`config.mk`:
```
export PLATFORM = sky130hd
export DESIGN_NAME = rdv_matcher
export DESIGN_NICKNAME = d
export VERILOG_FILES = /design/src/rtl/rdv_pkg.sv /design/src/rtl/rdv_posted_tbl.sv /design/src/rtl/rdv_pend_tbl.sv /design/src/rtl/rdv_matcher.sv
export SDC_FILE = /design/constraint.sdc
export NUM_CORES = 1
export LEC_CHECK = 0
export ABC_AREA = 1
export BUFFER_PORTS_ARGS = -buffer_cell sky130_fd_sc_hd__clkbuf_2
export CELL_PAD_IN_SITES_DETAIL_PLACEMENT = 2
export CELL_PAD_IN_SITES_GLOBAL_PLACEMENT = 2
export CORE_AREA = 2 2 261 263
export CTS_BUF_LIST = sky130_fd_sc_hd__clkbuf_2 sky130_fd_sc_hd__clkbuf_4 sky130_fd_sc_hd__clkbuf_8
export DETAILED_ROUTE_END_ITERATION = 7
export DIE_AREA = 0 0 263 265
export GPL_ROUTABILITY_DRIVEN = 0
export PLACE_DENSITY = 0.66
export SLEW_MARGIN = 20
export SYNTH_ARGS = -nofsm -noshare
export SYNTH_HDL_FRONTEND = slang
export SYNTH_SLANG_ARGS = --single-unit
```
`constraint.sdc`:
```
create_clock -name clk -period 13 [get_ports clk]
set_input_delay 1.3 -clock clk [delete_from_list [all_inputs] [get_ports clk]]
set_output_delay 1.3 -clock clk [all_outputs]
set_load 0.05 [all_outputs]
```
`src/rtl/rdv_pkg.sv`:
```
package rdv_pkg;
  typedef enum logic [1:0] {
    K_REPLY = 2'd0,
    K_PULL  = 2'd1,
    K_NACK  = 2'd2
  } msg_kind_e;

  function automatic int unsigned idx_w(input int unsigned depth);
    return (depth < 2) ? 1 : $clog2(depth);
  endfunction
endpackage

```
`src/rtl/rdv_posted_tbl.sv`:
```
module rdv_posted_tbl #(
  parameter int unsigned DEPTH  = 8,
  parameter int unsigned SRC_W  = 4,
  parameter int unsigned TAG_W  = 4,
  parameter int unsigned ADDR_W = 8,
  parameter int unsigned LEN_W  = 8,
  localparam int unsigned IDX_W = rdv_pkg::idx_w(DEPTH)
) (
  input  logic              clk,
  input  logic              rst_n,
  input  logic              wr_en,
  input  logic              wr_any,
  input  logic [SRC_W-1:0]  wr_src,
  input  logic [TAG_W-1:0]  wr_tag,
  input  logic [ADDR_W-1:0] wr_addr,
  input  logic [LEN_W-1:0]  wr_len,
  input  logic              clr_en,
  input  logic [IDX_W-1:0]  clr_idx,
  input  logic [SRC_W-1:0]  q_src,
  input  logic [TAG_W-1:0]  q_tag,
  output logic              hit,
  output logic [IDX_W-1:0]  hit_idx,
  output logic [ADDR_W-1:0] hit_addr,
  output logic [LEN_W-1:0]  hit_len,
  output logic              full
);
  logic [DEPTH-1:0] vld;
  logic [DEPTH-1:0] any_q;
  logic [SRC_W-1:0]  src_q  [DEPTH];
  logic [TAG_W-1:0]  tag_q  [DEPTH];
  logic [ADDR_W-1:0] addr_q [DEPTH];
  logic [LEN_W-1:0]  len_q  [DEPTH];

  logic             ex_hit, wc_hit;
  logic [IDX_W-1:0] ex_idx, wc_idx, free_idx;

  always_comb begin
    ex_hit = 1'b0; wc_hit = 1'b0;
    ex_idx = '0;   wc_idx = '0;
    free_idx = '0; full = 1'b1;
    for (int i = 0; i < DEPTH; i++) begin
      if (vld[i] && tag_q[i] == q_tag) begin
        if (!any_q[i] && src_q[i] == q_src && !ex_hit) begin
          ex_hit = 1'b1; ex_idx = IDX_W'(i);
        end
        if (any_q[i] && !wc_hit) begin
          wc_hit = 1'b1; wc_idx = IDX_W'(i);
        end
      end
      if (!vld[i] && full) begin
        full = 1'b0; free_idx = IDX_W'(i);
      end
    end
    hit      = ex_hit | wc_hit;
    hit_idx  = ex_hit ? ex_idx : wc_idx;
    hit_addr = addr_q[hit_idx];
    hit_len  = len_q[hit_idx];
  end

  always_ff @(posedge clk or negedge rst_n) begin
    if (!rst_n) begin
      vld <= '0;
    end else begin
      if (clr_en) vld[clr_idx] <= 1'b0;
      if (wr_en)  vld[free_idx] <= 1'b1;
    end
  end

  always_ff @(posedge clk) begin
    if (wr_en) begin
      any_q[free_idx]  <= wr_any;
      src_q[free_idx]  <= wr_src;
      tag_q[free_idx]  <= wr_tag;
      addr_q[free_idx] <= wr_addr;
      len_q[free_idx]  <= wr_len;
    end
  end
endmodule

```
`src/rtl/rdv_pend_tbl.sv`:
```
module rdv_pend_tbl #(
  parameter int unsigned DEPTH = 8,
  parameter int unsigned SRC_W = 4,
  parameter int unsigned TAG_W = 4,
  parameter int unsigned LEN_W = 8,
  localparam int unsigned IDX_W = rdv_pkg::idx_w(DEPTH)
) (
  input  logic             clk,
  input  logic             rst_n,
  input  logic             wr_en,
  input  logic [SRC_W-1:0] wr_src,
  input  logic [TAG_W-1:0] wr_tag,
  input  logic [LEN_W-1:0] wr_len,
  input  logic             clr_en,
  input  logic [IDX_W-1:0] clr_idx,
  input  logic             q_any,
  input  logic [SRC_W-1:0] q_src,
  input  logic [TAG_W-1:0] q_tag,
  output logic             hit,
  output logic [IDX_W-1:0] hit_idx,
  output logic [SRC_W-1:0] hit_src,
  output logic [LEN_W-1:0] hit_len,
  output logic             full
);
  logic [DEPTH-1:0] vld;
  logic [SRC_W-1:0] src_q  [DEPTH];
  logic [TAG_W-1:0] tag_q  [DEPTH];
  logic [LEN_W-1:0] len_q  [DEPTH];
  logic [IDX_W-1:0] rank_q [DEPTH];   // 0 = oldest live entry

  logic [IDX_W-1:0] free_idx, live_cnt;

  always_comb begin
    hit = 1'b0; hit_idx = '0;
    free_idx = '0; full = 1'b1; live_cnt = '0;
    for (int i = 0; i < DEPTH; i++) begin
      if (vld[i] && tag_q[i] == q_tag && (q_any || src_q[i] == q_src) &&
          (!hit || rank_q[i] < rank_q[hit_idx])) begin
        hit = 1'b1; hit_idx = IDX_W'(i);
      end
      if (!vld[i] && full) begin
        full = 1'b0; free_idx = IDX_W'(i);
      end
      if (vld[i]) live_cnt = live_cnt + 1'b1;
    end
    hit_src = src_q[hit_idx];
    hit_len = len_q[hit_idx];
  end

  always_ff @(posedge clk or negedge rst_n) begin
    if (!rst_n) begin
      vld <= '0;
      for (int i = 0; i < DEPTH; i++) rank_q[i] <= '0;
    end else begin
      if (clr_en) begin
        vld[clr_idx] <= 1'b0;
        for (int i = 0; i < DEPTH; i++)
          if (vld[i] && rank_q[i] > rank_q[clr_idx]) rank_q[i] <= rank_q[i] - 1'b1;
      end
      if (wr_en) begin
        vld[free_idx]    <= 1'b1;
        rank_q[free_idx] <= live_cnt;
      end
    end
  end

  always_ff @(posedge clk) begin
    if (wr_en) begin
      src_q[free_idx] <= wr_src;
      tag_q[free_idx] <= wr_tag;
      len_q[free_idx] <= wr_len;
    end
  end
endmodule

```
`src/rtl/rdv_matcher.sv`:
```
module rdv_matcher #(
  parameter int unsigned DEPTH  = 8,
  parameter int unsigned SRC_W  = 4,
  parameter int unsigned TAG_W  = 4,
  parameter int unsigned ADDR_W = 8,
  parameter int unsigned LEN_W  = 8
) (
  input  logic              clk,
  input  logic              rst_n,
  input  logic              req_valid,
  output logic              req_ready,
  input  logic [SRC_W-1:0]  req_src,
  input  logic [TAG_W-1:0]  req_tag,
  input  logic [LEN_W-1:0]  req_len,
  input  logic              post_valid,
  output logic              post_ready,
  input  logic              post_any,
  input  logic [SRC_W-1:0]  post_src,
  input  logic [TAG_W-1:0]  post_tag,
  input  logic [ADDR_W-1:0] post_addr,
  input  logic [LEN_W-1:0]  post_len,
  output logic              out_valid,
  input  logic              out_ready,
  output logic [1:0]        out_kind,
  output logic [SRC_W-1:0]  out_dst,
  output logic [TAG_W-1:0]  out_tag,
  output logic [ADDR_W-1:0] out_addr,
  output logic [LEN_W-1:0]  out_len,
  output logic              grant_valid,
  output logic [SRC_W-1:0]  grant_node,
  output logic [TAG_W-1:0]  grant_tag,
  output logic [ADDR_W-1:0] grant_addr,
  output logic [LEN_W-1:0]  grant_len
);
  import rdv_pkg::*;
  localparam int unsigned IDX_W = idx_w(DEPTH);

  logic              pt_hit, pt_full, pd_hit, pd_full;
  logic [IDX_W-1:0]  pt_idx, pd_idx, out_idx;
  logic [ADDR_W-1:0] pt_addr;
  logic [LEN_W-1:0]  pt_len, pd_len;
  logic [SRC_W-1:0]  pd_src;
  logic              acc_req, acc_post, fire;
  msg_kind_e         kind_q;

  function automatic logic [LEN_W-1:0] len_min(input logic [LEN_W-1:0] a, b);
    return (a < b) ? a : b;
  endfunction

  assign req_ready  = !out_valid;
  assign post_ready = !out_valid && !req_valid && (pd_hit || !pt_full);
  assign acc_req    = req_valid && req_ready;
  assign acc_post   = post_valid && post_ready;
  assign fire       = out_valid && out_ready;
  assign out_kind   = kind_q;

  rdv_posted_tbl #(.DEPTH(DEPTH), .SRC_W(SRC_W), .TAG_W(TAG_W),
                   .ADDR_W(ADDR_W), .LEN_W(LEN_W)) posted_i (
    .clk(clk), .rst_n(rst_n),
    .wr_en(acc_post && !pd_hit), .wr_any(post_any), .wr_src(post_src),
    .wr_tag(post_tag), .wr_addr(post_addr), .wr_len(post_len),
    .clr_en(fire && kind_q == K_REPLY), .clr_idx(out_idx),
    .q_src(req_src), .q_tag(req_tag),
    .hit(pt_hit), .hit_idx(pt_idx), .hit_addr(pt_addr), .hit_len(pt_len),
    .full(pt_full));

  rdv_pend_tbl #(.DEPTH(DEPTH), .SRC_W(SRC_W), .TAG_W(TAG_W),
                 .LEN_W(LEN_W)) pend_i (
    .clk(clk), .rst_n(rst_n),
    .wr_en(acc_req && !pt_hit && !pd_full_q_gate()), .wr_src(req_src),
    .wr_tag(req_tag), .wr_len(req_len),
    .clr_en(fire && kind_q == K_PULL), .clr_idx(out_idx),
    .q_any(post_any), .q_src(post_src), .q_tag(post_tag),
    .hit(pd_hit), .hit_idx(pd_idx), .hit_src(pd_src), .hit_len(pd_len),
    .full(pd_full));

  function automatic logic pd_full_q_gate();
    return pd_full;
  endfunction

  always_ff @(posedge clk or negedge rst_n) begin
    if (!rst_n) begin
      out_valid <= 1'b0;
      kind_q    <= K_REPLY;
      out_dst   <= '0;
      out_tag   <= '0;
      out_addr  <= '0;
      out_len   <= '0;
      out_idx   <= '0;
    end else if (fire) begin
      out_valid <= 1'b0;
    end else if (acc_req && (pt_hit || pd_full)) begin
      out_valid <= 1'b1;
      kind_q    <= pt_hit ? K_REPLY : K_NACK;
      out_dst   <= req_src;
      out_tag   <= req_tag;
      out_addr  <= pt_hit ? pt_addr : '0;
      out_len   <= pt_hit ? len_min(req_len, pt_len) : '0;
      out_idx   <= pt_idx;
    end else if (acc_post && pd_hit) begin
      out_valid <= 1'b1;
      kind_q    <= K_PULL;
      out_dst   <= pd_src;
      out_tag   <= post_tag;
      out_addr  <= post_addr;
      out_len   <= len_min(post_len, pd_len);
      out_idx   <= pd_idx;
    end
  end

  assign grant_valid = fire && kind_q != K_NACK;
  assign grant_node  = out_dst;
  assign grant_tag   = out_tag;
  assign grant_addr  = out_addr;
  assign grant_len   = out_len;
endmodule

```
# [Word-level counts from Yosys, hierarchy flattened]
# Memories as Yosys holds them, arrays and structs flattened.
# Cells that the tools add are included.
[op_classes] add_sub_neg=15 order_cmp=32 n_eq_ne=34 n_mux=183 n_bitwise=15 n_reduce_logical=162
[op_table] op="3-bit 2-to-1 mux" n=75
[op_table] op="4-bit equality test" n=32
[op_table] op="8-bit 2-to-1 mux" n=12
[op_table] op="1-bit logical AND" n=92
[op_table] op="1-bit 2-to-1 mux" n=72
[op_table] op="3-bit binary-select mux with 3-bit select" n=7
[op_table] op="1-bit zero test" n=49
[op_table] op="24-bit 2-to-1 mux" n=2
[op_table] op="4-bit >= comparator, second input constant" n=8
[op_table] op="3-bit NOT with 4-bit output" n=8
[op_table] op="24-bit bitwise mux" n=1
[op_table] op="3-bit > comparator" n=8
[op_table] op="3-bit by 1-bit subtractor with 3-bit output, second input constant" n=8
[op_table] op="3-bit by 1-bit adder with 3-bit output, second input constant" n=7
[op_table] op="3-bit less-than comparator" n=7
[op_table] op="1-bit logical OR" n=17
[op_table] op="8-bit AND" n=2
[op_table] op="8-bit less-than comparator" n=2
[op_table] op="4-bit 2-to-1 mux" n=4
[op_table] op="8-bit OR" n=2
[op_table] op="3-bit by 4-bit less-than comparator with 1-bit output, second input constant" n=3
[op_table] op="2-bit 2-to-1 mux" n=5
[op_table] op="1-bit demux with 3-bit select" n=3
[op_table] op="3-bit demux with 3-bit select" n=1
[op_table] op="12 further kinds" n=14
[word_totals] regBits=78 ramBits=320 in_bits=46 output_inout_bits=54 n_memories=7
[mem_list] memory="pend_i.len_q" words=8 word_bits=8 read_ports=1 rd_clocked_by_memory_dff=0 write_ports=1 line_no="rdv_pend_tbl.sv:28" rtl="logic [LEN_W-1:0] len_q [DEPTH];"
[mem_list] memory="posted_i.addr_q" words=8 word_bits=8 read_ports=1 rd_clocked_by_memory_dff=0 write_ports=1 line_no="rdv_posted_tbl.sv:31" rtl="logic [ADDR_W-1:0] addr_q [DEPTH];"
[mem_list] memory="posted_i.len_q" words=8 word_bits=8 read_ports=1 rd_clocked_by_memory_dff=0 write_ports=1 line_no="rdv_posted_tbl.sv:32" rtl="logic [LEN_W-1:0] len_q [DEPTH];"
[mem_list] memory="pend_i.src_q" words=8 word_bits=4 read_ports=9 rd_clocked_by_memory_dff=0 write_ports=1 line_no="rdv_pend_tbl.sv:26" rtl="logic [SRC_W-1:0] src_q [DEPTH];"
[mem_list] memory="pend_i.tag_q" words=8 word_bits=4 read_ports=8 rd_clocked_by_memory_dff=0 write_ports=1 line_no="rdv_pend_tbl.sv:27" rtl="logic [TAG_W-1:0] tag_q [DEPTH];"
[mem_list] memory="posted_i.src_q" words=8 word_bits=4 read_ports=8 rd_clocked_by_memory_dff=0 write_ports=1 line_no="rdv_posted_tbl.sv:29" rtl="logic [SRC_W-1:0] src_q [DEPTH];"
[mem_list] memory="1 more memories"

# [Depth between registers and ports, before layout]
# An unclocked memory read counts as a cell.
[depth] ltp_word=64 ltp_mapped=97

# [Hierarchy]
# Synthesis repeated with hierarchy kept, for this count alone.
[hier_totals] cells_unflattened=2450 hier_area_um2=22150.0
[modules_own_cells] mod="rdv_pend_tbl" n_inst=1 cells_each=1137 area_per_inst_um2=9968.3 seq_area_each_um2=4644.5
[modules_own_cells] mod="rdv_posted_tbl" n_inst=1 cells_each=982 area_per_inst_um2=9803.2 seq_area_each_um2=6206.0
[modules_own_cells] mod="rdv_matcher" n_inst=1 cells_each=331 area_per_inst_um2=2378.5 seq_area_each_um2=750.7

# [Least setup slack after synthesis]
# OpenSTA, ideal clock, no wires.
[synth_path] path_type="input-to-reg" start="input port post_tag[2]" end="register out_len[5] (netlist: grant_len[5])" t_arrival_ps=10686 setup_slack_ps=2184 path_stages=83 n_path_buf=6 path_cell_list="buf_2 or2_1 a21oi_1 nand2_1 nor2_2 nand2_2 o21ai_0 ha_1 a21oi_1 nand2_1 nand2_2 nand2_4 nand2_1 o21ai_0 ha_1 nand2_1 inv_1 nand2_1 [... 47 more ...] inv_1 nand2_1 nand2_1 nand2_2 nand2_4 nand2_4 clkbuf_1 o21ai_0 o22ai_1 mux2i_1 ha_1 a21oi_1 nor2_1 a211oi_1 nand2_2 buf_6 o21ai_1 o21ai_2"
[synth_via] elab_chain_cells=62
[synth_lines] item="from (decl)" line_no="rdv_matcher.sv:19" rtl="input logic [TAG_W-1:0] post_tag,"
[synth_lines] item="parallel branches: the longest is 62 deep, another holds 4-bit equality test"
[synth_lines] item="to (signal assigned)" line_no="rdv_matcher.sv:98" rtl="out_len <= pt_hit ? len_min(req_len, pt_len) : '0;"
[synth_lines] item="to (signal assigned)" line_no="rdv_matcher.sv:106" rtl="out_len <= len_min(post_len, pd_len);"
[synth_lines] item="to (decl)" line_no="rdv_matcher.sv:28" rtl="output logic [LEN_W-1:0] out_len,"
# Several ways; the timed one is not identified. The select of a mux whose other input is x is not followed.
# A chain may end at the register's enable or synchronous reset.

# [Worst setup path after layout]
[layout_path] start="input port post_tag[2]" end="register out_len[0] (netlist: grant_len[0])"
# The elaborated chain is that of the path after synthesis.

==> flow_metrics.tcl <==
set metrics [dict create \
    grt_max_degree 66 \
    io_pins 100 \
    synth_edf_count 328 \
    cts_tree "built" \
    critPathMaxStageDelay_ns 0.37 \
    crit_fanout 27 \
    cts_max_path_buffers 3 \
    clock_skew_ns 0.0404 \
    fp-row-count 95 \
    die_w_um 263 \
    swShare 0.465 \
    fmax_mhz 83.5 \
    grt_pass1_wl_mm 108 \
    drv_cap 0 \
    nets 2198 \
    combinationalPowerShare 0.453 \
    worstHoldPathType "primary input to async pin" \
    p_sw_mw 2.59 \
    drive_gt1_frac 0.163 \
    dr.pass1.iters 5 \
    initial_core_util 0.298 \
    hold_viol_final 0 \
    synth-seq-area-share 0.582 \
    synth_compound_area_frac 0.137 \
    status "completed" \
    setup.worst_path.end_class "flop" \
    stdcell_count 3011 \
    routedWlPerCell_um 23.7 \
    dp_hpwl_mm 49.1 \
    synthSimpleGateAreaFrac 0.141 \
    fin_ws_ns 1.03 \
    io_buffers 99 \
    ant_nets 0 \
    clk_pin_slew_ns 0.07 \
    crit_top_cell "nand2_1" \
    finalPower_mw 5.58 \
    place_ws_ns -0.221 \
    final_max_slew_viol_count 0 \
    viasPerCell 5.22 \
    syn_area_mm2 0.0199 \
    die_height_um 265 \
    p_seq_frac 0.325 \
    first_iter_violations 857 \
    setup_viol 0 \
    antenna_found_initial 3 \
    power.internal_mw 2.99 \
    dp_cells 2875 \
    synth_flop_cell "edfxtp_1" \
    critPathKind "primary input to flop" \
    ys_async_sr_fraction 0.176 \
    start_kind "primary input" \
    grt_overflow 0 \
    tightest_slew_ns 1.14 \
    routed_wl_mm 71.4 \
    core-area_mm2 0.0668 \
    clkSinkCount 398 \
    fin_crit_ns 11.97 \
    grt_pass1_vias 17100 \
    drcViolationCount 0 \
    numCtsBuffers 74 \
    area_delta_synth_final_pct 15.5 \
    ir_drop_mv 0.189 \
    synth_top_family_by_area "simple AND/OR/NAND/NOR gates" \
    syn_avg_cell_area_um2 10.2 \
    synth_fa_ha_area_frac 0.0433 \
    synthMuxAreaShare 0.0106 \
    fin_crit_sh 0.921 \
    syn-instance-count 1950 \
    dieArea_mm2 0.0697 \
    ys_warn_count 0 \
    holdBufCountCts 0 \
    max_slew_margin 0.239 \
    synth.net_count 2065 \
    cts-root-buf "clkbuf_8" \
    cellLeakagePower_nw 9.00 \
    synth_seq_cells 398 \
    worstSkewPairLatency_ns 0.68 \
    clkPwrFrac 0.221 \
    synthXorXnorAreaFrac 0.0290 \
    slowest_stage "mux2i_1" \
    grt.total_usage 0.204 \
    crit_required_ns 13.53 \
    synth_cell_types 50 \
    num_vias 15700 \
    htree_levels 3 \
    powerDensity_mw_per_mm2 242 \
    cp.arrival_ns 12.50 \
]
critical path: cells and delay by family:
family	cells	cell delay, ns
simple gates	47	4.68
compound gates	17	2.49
fa+ha+maj	7	2.24
buf+inv	12	1.31
mux	1	0.37
layer usage:
| metal | part of all wire | wire (µm) | track usage |
|---|---|---|---|
| met1 | 0.46 | 32800 | 0.272 |
| met2 | 0.48 | 34400 | 0.346 |
| met3 | 0.033 | 2340 | 0.0274 |
| met4 | 0.025 | 1810 | 0.0625 |
| met5 | 0.00035 | 25 | 0 |
Yosys cell counts, types with 7 or more instances:
library cell	number	share of area
dfrtp_1	70	0.088
xor2_1	44	0.019
a21oi_1	76	0.019
nand3_1	63	0.016
mux2i_1	21	0.011
o21ai_0	196	0.049
inv_1	169	0.032
nand2_2	16	0.0050
a31oi_1	15	0.0047
nand2_4	8	0.0045
xnor2_1	22	0.0097
a2111oi_0	9	0.0040
a211oi_1	17	0.0064
o2111ai_1	10	0.0044
clkbuf_1	49	0.0092
o221ai_1	11	0.0048
nand4_1	12	0.0038
nor2_1	219	0.041
nor3_1	12	0.0030
edfxtp_1	328	0.49
buf_4	24	0.0090
nand2_1	306	0.058
or2_2	13	0.0041
a311oi_1	7	0.0031
o22ai_1	74	0.023
buf_2	11	0.0028
ha_1	69	0.043
inv_2	9	0.0017
o211ai_1	13	0.0049
o21ai_1	10	0.0025
area by class of cell:
| type | instances | area, µm² |
|---|---|---|
| antenna | 1 | 2.50 |
| clock buffer | 102 | 1250 |
| clock inverter | 28 | 220 |
| fill | 7259 | 43800 |
| inverter | 179 | 686 |
| multi-input combinational | 1282 | 7280 |
| sequential | 398 | 11600 |
| tap | 873 | 1090 |
| timing repair buffer | 148 | 878 |
final timing paths:
path / start / end / slack [ns] / cells after the start
worst max register to register: pend_i.rank_q[23] / grant_len[0] / 1.21 / 80
worst min-delay path: rst_n / pend_i.rank_q[11] / 0.46 / 1
min in group clk: posted_i.vld[3] / posted_i.vld[3] / 0.53 / 2
worst min register to register: posted_i.vld[3] / posted_i.vld[3] / 0.53 / 2
max in group asynchronous: rst_n / grant_len[6] / 11.28 / 2
worst max-delay path: post_tag[2] / grant_len[0] / 1.03 / 84
sequential cells by signal, summed over array words and instances (netlist names):
name and flops:
posted_i.tag_q 32, posted_i.any_q 8, grant_tag 4, posted_i.vld 8, posted_i.addr_q 64, pend_i.rank_q 24
grant_addr 8, pend_i.vld 8, pend_i.tag_q 32, posted_i.len_q 64, grant_len 8, posted_i.src_q 32
pend_i.len_q 64, grant_node 4, out_kind 2, pend_i.src_q 32, out_idx 3, out_valid 1
layout by cell type, fill, tap and decap left out, types with 4 or more instances in the layout:
master and instances:
inv_1 166, nor2_2 18, nand2_2 18, a311oi_1 7, dfrtp_1 70, clkbuf_8 77, a22oi_1 6, clkbuf_4 25
nand4_1 12, nand2_1 303, o22ai_1 74, a41oi_1 4, xnor2_1 22, o21ai_0 196, buf_4 49, clkbuf_2 98
edfxtp_1 328, o2111ai_1 10, clkinv_1 15, a2111oi_0 7, xor2_1 44, nand3_2 4, nand2_4 7, a31oi_1 15
or2_2 13, nand3_1 63, o21ai_1 10, a211oi_1 16, nor3_1 11, mux2i_1 20, o211ai_1 13, inv_2 8
nor2_1 204, clkinv_2 7, ha_1 69, a21oi_1 76, o221ai_1 11
metrics by stage:
stage               hold WS [ns]   util  TNS (ns)  cell area, µm²
floorplan                  0.469      -         0           19900
global placement           0.497  0.321         0           21400
detailed placement         0.519  0.321     -1.48           21400
CTS                        0.420  0.343         0           22900
global route               0.443  0.344  -0.00449           23000
finish                     0.461  0.344         0           23000
cells by family (layout without fill, tap and decap cells):
kind of cell,count (synthesis),count (layout)
other cells,0,1
xor+xnor,66,66
simple gates,663,663
buf+inv,270,457
compound gates,463,463
mux,21,21
flops,398,398
fa+ha+maj,69,69
power by group through the flow:
stage	registers, mW	logic (mW)	clock network, mW
2_1_floorplan	1.88	1.46	0
3_3_place_gp	1.83	2.40	0
3_5_place_dp	1.84	2.52	0
4_1_cts	1.82	2.54	1.27
5_1_grt	1.84	2.80	1.31
6_report	1.82	2.53	1.23
repair_timing:
| action | in CTS | in global routing |
|---|---|---|
| gates resized for setup | 0 | 13 |
| buffers inserted | 0 | 4 |
| setup endpoints to repair | 0 | 8 |
| endpoints found under the hold margin | 0 | 0 |
Note: power is estimated with default switching activity, not from simulation.
